===== config.mk =====
export PLATFORM = sky130hd
export DESIGN_NAME = spi_cmd_framer
export DESIGN_NICKNAME = d
export VERILOG_FILES = /design/src/rtl/spi_cmd_framer.sv
export SDC_FILE = /design/constraint.sdc
export NUM_CORES = 1
export LEC_CHECK = 0
export BUFFER_PORTS_ARGS = -buffer_cell sky130_fd_sc_hd__buf_2
export CAP_MARGIN = 20
export CORE_MARGIN = 2
export CORE_UTILIZATION = 55
export DETAILED_ROUTE_END_ITERATION = 16
export GPL_TIMING_DRIVEN = 0
export HOLD_SLACK_MARGIN = 0.12
export MAX_ROUTING_LAYER = met4
export PLACE_DENSITY = 0.8
export SLEW_MARGIN = 20
export SYNTH_ARGS = -nofsm -noshare
export SYNTH_HDL_FRONTEND = slang
export SYNTH_SLANG_ARGS = --single-unit

===== constraint.sdc =====
create_clock -name clk -period 2.2 [get_ports clk]
set_clock_uncertainty 0.2 [all_clocks]
set_input_delay 0.33 -clock clk [delete_from_list [all_inputs] [get_ports clk]]
set_output_delay 0.33 -clock clk [all_outputs]
set_load 0.05 [all_outputs]

===== src/rtl/spi_cmd_framer.sv =====
module spi_cmd_framer #(
  parameter logic [6:0] CRC_SEED = 7'h7F,
  parameter int         HDR_MAX  = 8
) (
  input  logic        clk,
  input  logic        rst_n,
  input  logic        start,
  input  logic [7:0]  opcode,
  input  logic [23:0] addr,
  input  logic [31:0] wdata,
  input  logic [23:0] xfer_len,
  input  logic        clockless,
  input  logic        crc_off,
  output logic [7:0]  tx_data,
  output logic        tx_valid,
  input  logic        tx_ready,
  output logic        busy,
  output logic        done,
  output logic        op_err
);
  localparam int FW = HDR_MAX * 8;
  localparam int IW = $clog2(HDR_MAX + 1);

  logic [FW-1:0] frm, frm_nxt;
  logic [IW-1:0] idx, npay, npay_nxt;
  logic [6:0]    crc;
  logic          noc, op_ok, last;
  logic [7:0]    hi_loc;

  function automatic logic [6:0] crc7_step(input logic [6:0] c, input logic [7:0] b);
    logic [6:0] r;
    logic       fb;
    r = c;
    for (int i = 7; i >= 0; i--) begin
      fb = r[6] ^ b[i];
      r  = {r[5:0], 1'b0} ^ (fb ? 7'h09 : 7'h00);
    end
    return r;
  endfunction

  assign hi_loc = {addr[15] | clockless, addr[14:8]};

  always_comb begin
    frm_nxt  = '0;
    npay_nxt = IW'(4);
    op_ok    = 1'b1;
    case (opcode)
      8'hCA: frm_nxt[FW-1 -: 32] = {opcode, addr};
      8'hC9: begin frm_nxt[FW-1 -: 64] = {opcode, addr, wdata};                   npay_nxt = IW'(8); end
      8'hC4: frm_nxt[FW-1 -: 32] = {opcode, hi_loc, addr[7:0], 8'h00};
      8'hC3: begin frm_nxt[FW-1 -: 56] = {opcode, hi_loc, addr[7:0], wdata};      npay_nxt = IW'(7); end
      8'hC1, 8'hC2: begin frm_nxt[FW-1 -: 48] = {opcode, addr, xfer_len[15:0]};  npay_nxt = IW'(6); end
      8'hC7, 8'hC8: begin frm_nxt[FW-1 -: 56] = {opcode, addr, xfer_len};        npay_nxt = IW'(7); end
      8'hC5, 8'hC6: frm_nxt[FW-1 -: 32] = {opcode, 24'h000000};
      8'hCF: frm_nxt[FW-1 -: 32] = {opcode, 24'hFFFFFF};
      default: op_ok = 1'b0;
    endcase
  end

  assign tx_valid = busy;
  assign tx_data  = (idx == npay) ? {crc, 1'b0} : frm[FW-1 -: 8];
  assign last     = (idx == (noc ? npay - IW'(1) : npay));

  always_ff @(posedge clk) begin
    if (!rst_n) begin
      busy   <= 1'b0;
      done   <= 1'b0;
      op_err <= 1'b0;
      frm    <= '0;
      npay   <= '0;
      idx    <= '0;
      crc    <= CRC_SEED;
      noc    <= 1'b0;
    end else begin
      done   <= 1'b0;
      op_err <= 1'b0;
      if (!busy && start) begin
        if (op_ok) begin
          busy <= 1'b1;
          frm  <= frm_nxt;
          npay <= npay_nxt;
          noc  <= crc_off;
          idx  <= '0;
          crc  <= CRC_SEED;
        end else begin
          op_err <= 1'b1;
        end
      end else if (busy && tx_ready) begin
        idx <= idx + IW'(1);
        frm <= {frm[FW-9:0], 8'h00};
        if (idx != npay) crc <= crc7_step(crc, frm[FW-1 -: 8]);
        if (last) begin
          busy <= 1'b0;
          done <= 1'b1;
        end
      end
    end
  end
endmodule



==> flow_metrics.py <==
metrics = {
    "status": {
        "status": "finished with violations",
        "failed_checks": "setup timing",
    },
    "cts": {
        "clockBufferDepth": 2,
        "cts_buffers": 9,
        "cts_sinks": 83,
        "cts-root-buf": "clkbuf_8",
        "clkTransAtPathRegs_ns": 0.09,
        "clk_latency_ns": 0.37,
        "cts_tree": "built",
        "cts.htree.levels": 3,
    },
    "logic_synthesis": {
        "synth.area.top_cells": "dfxtp_1, a22oi_1, a21o_1",
        "syn_area_mm2": 0.00506,
        "ys_ff_latch": 83,
        "ys_seq_area_frac": 0.328,
        "avgSynthCellArea_um2": 8.40,
        "ys_dominant_reg_cell": "dfxtp_1",
        "syn_inst": 603,
        "synth_warnings": 0,
        "ys_async_sr_fraction": 0,
        "synth.largest_area_cell": "dfxtp_1",
        "synth_top_area_frac": 0.328,
        "synth_edf_count": 0,
        "synthDistinctLibCells": 60,
        "syn_nets": 699,
    },
    "placed_design": {
        "portBuffers": 104,
        "place_area_mm2": 0.00572,
        "gp_congestion": 0.928,
        "dp_hpwl_um": 12500,
    },
    "worst_hold_path": {
        "min_path_type": "in2reg",
        "holdPathStages": 4,
        "min-delay-start": "xfer_len[18]",
        "min_to": "frm[26]",
    },
    "floorplanning": {
        "dieArea_mm2": 0.00999,
        "start_util": 0.559,
        "chipHeight_um": 100,
        "die_x_um": 100,
        "io_pins": 106,
        "core_mm2": 0.00906,
        "rows": 35,
    },
    "layout": {
        "antenna_cells": 0,
        "fin_nets": 838,
        "area_growth_pct": 24.6,
        "final_area_mm2": 0.00631,
        "drive_above_1_share": 0.269,
        "fin_util": 0.696,
    },
    "worst_setup_path": {
        "cp.required_ns": 1.67,
        "reg2reg_depth": 7,
        "r2r_end": "crc[6]",
        "critPathLaunchType": "flop",
        "cp-startpoint": "npay[2]",
        "reg2reg_from": "npay[2]",
        "critPathCaptureType": "output port",
        "cp_max_fo": 4,
        "critical_path_class": "reg2out",
        "cp.arrival_ns": 2.02,
        "r2r_slack_ns": -0.04,
    },
    "sta": {
        "setup_viol_count_final": 9,
        "holdWs_ns": 0.118,
        "period_share": 1.16,
        "layout_setup_ws_ns": -0.348,
        "finalHoldViolations": 0,
        "timing.fmax_ghz": 0.393,
        "post-route-min-period_ns": 2.55,
        "tns_ns": -2.53,
        "worstMarginPinSlew_ns": 0.645,
        "maxSlewViolCount": 0,
        "relSlewSlack": 0.570,
        "rsz0062_at_grt": "true",
    },
    "global_routing": {
        "grt_use_total": 0.351,
        "antenna_found_initial": 0,
        "grt_pass1_vias": 5451,
        "grt_overflow": 0,
        "grt_pass1_wl_um": 27000,
        "grt_start_max_net_pins": 15,
    },
    "detailed_routing": {
        "drt_iter0_drc": 529,
        "drtAntennaViolNets": 0,
        "wl_per_cell_um": 19.8,
        "wirelength_um": 17000,
        "dr.pass1.iters": 7,
        "post-route-drc-count": 0,
        "num_vias": 5627,
        "viasPerCell": 6.56,
    },
    "flow_run": {
        "drv_cap": 0,
    },
    "power": {
        "ir_worst_vdd_mv": 0.331,
        "p_leak_nw": 2.50,
        "powerDensity_mw_per_mm2": 524,
    },
}
-- cell usage after synthesis (13+ instances only) --
cell type  number
a222oi_1       16
xor2_1         14
nor2_1         30
a22oi_1        42
a21o_1         33
o221ai_1       19
a31oi_1        19
buf_2          24
nor3_1         13
nand2_1        37
o21ai_0        19
xnor2_1        13
a21oi_1        36
clkbuf_1       28
nor2b_1        24
dfxtp_1        83
a22o_1         25
o21ai_1        31
-- metal layers --
metal  track usage  wire length, µm  up-vias
met3        0.0543             1250       49
met2         0.587             8370      302
met5             -                0        -
li1              -                -     2598
met4         0.148              553        0
met1         0.424             6850     2678
-- cells by family after synthesis --
family / Yosys count / share of synthesized area
buffers and inverters: 67 / 0.0660
xor gates and xnor gates: 27 / 0.0467
DFF: 83 / 0.328
AOI/OAI and AO/OA: 283 / 0.402
muxes: 7 / 0.0156
and+or+nand+nor: 134 / 0.137
adders and majority gates: 2 / 0.00494
-- cells in the final DEF, fill, tap and decap left out, types with 6 or more instances in the layout --
master,n
o21ai_0,19
nor2b_1,24
a21oi_1,36
xnor2_1,13
a222oi_1,16
buf_6,9
clkbuf_1,26
nor2_1,30
mux2_2,6
buf_4,14
buf_2,120
dfxtp_1,76
a31oi_1,19
o221ai_1,19
o21ai_1,31
a21o_1,33
a2bb2oi_1,8
nor3_1,7
clkbuf_8,11
nand2_1,37
a22oi_1,42
dlygate4sd3_1,18
a22o_1,25
xor2_1,11
a2111oi_0,8
-- critical path: stages, from the launching register on --
cell and delay (ns):
dfxtp_4 0.38, xor2_4 0.20, or4_4 0.59, mux2_4 0.33, buf_8 0.15
-- worst max-delay path by stage --
stage / end / slack, ns / cells past startpoint
after detailed placement: frm[27] / -0.25 / 8
after floorplan: frm[22] / 0.10 / 7
after global placement: frm[27] / -0.24 / 8
final: tx_data[6] / -0.35 / 4
after CTS: tx_data[3] / -0.34 / 4
after global routing: tx_data[3] / -0.38 / 4
-- final cells by class --
class                   count  area (µm²)
clock buffers              11         151
multi-input cells         454        3160
clock inverters             5        61.3
fillers                   741        2750
well taps                 111         139
inverters                   3        11.3
plain buffers              63         314
repair buffers            128         800
flip-flops and latches     83        1680
-- per-stage QoR --
stage               power (mW)  setup slack, ns  instances
finish                    3.31           -0.348        858
global route              3.42           -0.376        858
CTS                       3.28           -0.337        854
detailed placement        2.14           -0.254        818
global placement          2.12           -0.236        818
floorplan                 1.92            0.103        603
-- power by group --
part | leakage (nW) | switching [mW] | internal, mW
Clock | 0.0978 | 0.567 | 0.588
Sequential | 0.675 | 0.0177 | 1.52
Combinational | 1.72 | 0.346 | 0.267
-- flip-flops by register name, indices dropped and copies added, names as in the netlist --
name	flops
done	1
idx	4
npay	4
op_err	1
noc	1
busy	1
frm	64
crc	7
-- repair_timing --
item,in CTS,in global routing
setup buffers,2,4
resized for setup,28,17
endpoints found under the setup margin,8,28
endpoints found under the hold margin,19,0
pin swaps,2,2
hold buffers,18,0
gates cloned,1,0
(Power assumes the default switching activity.)
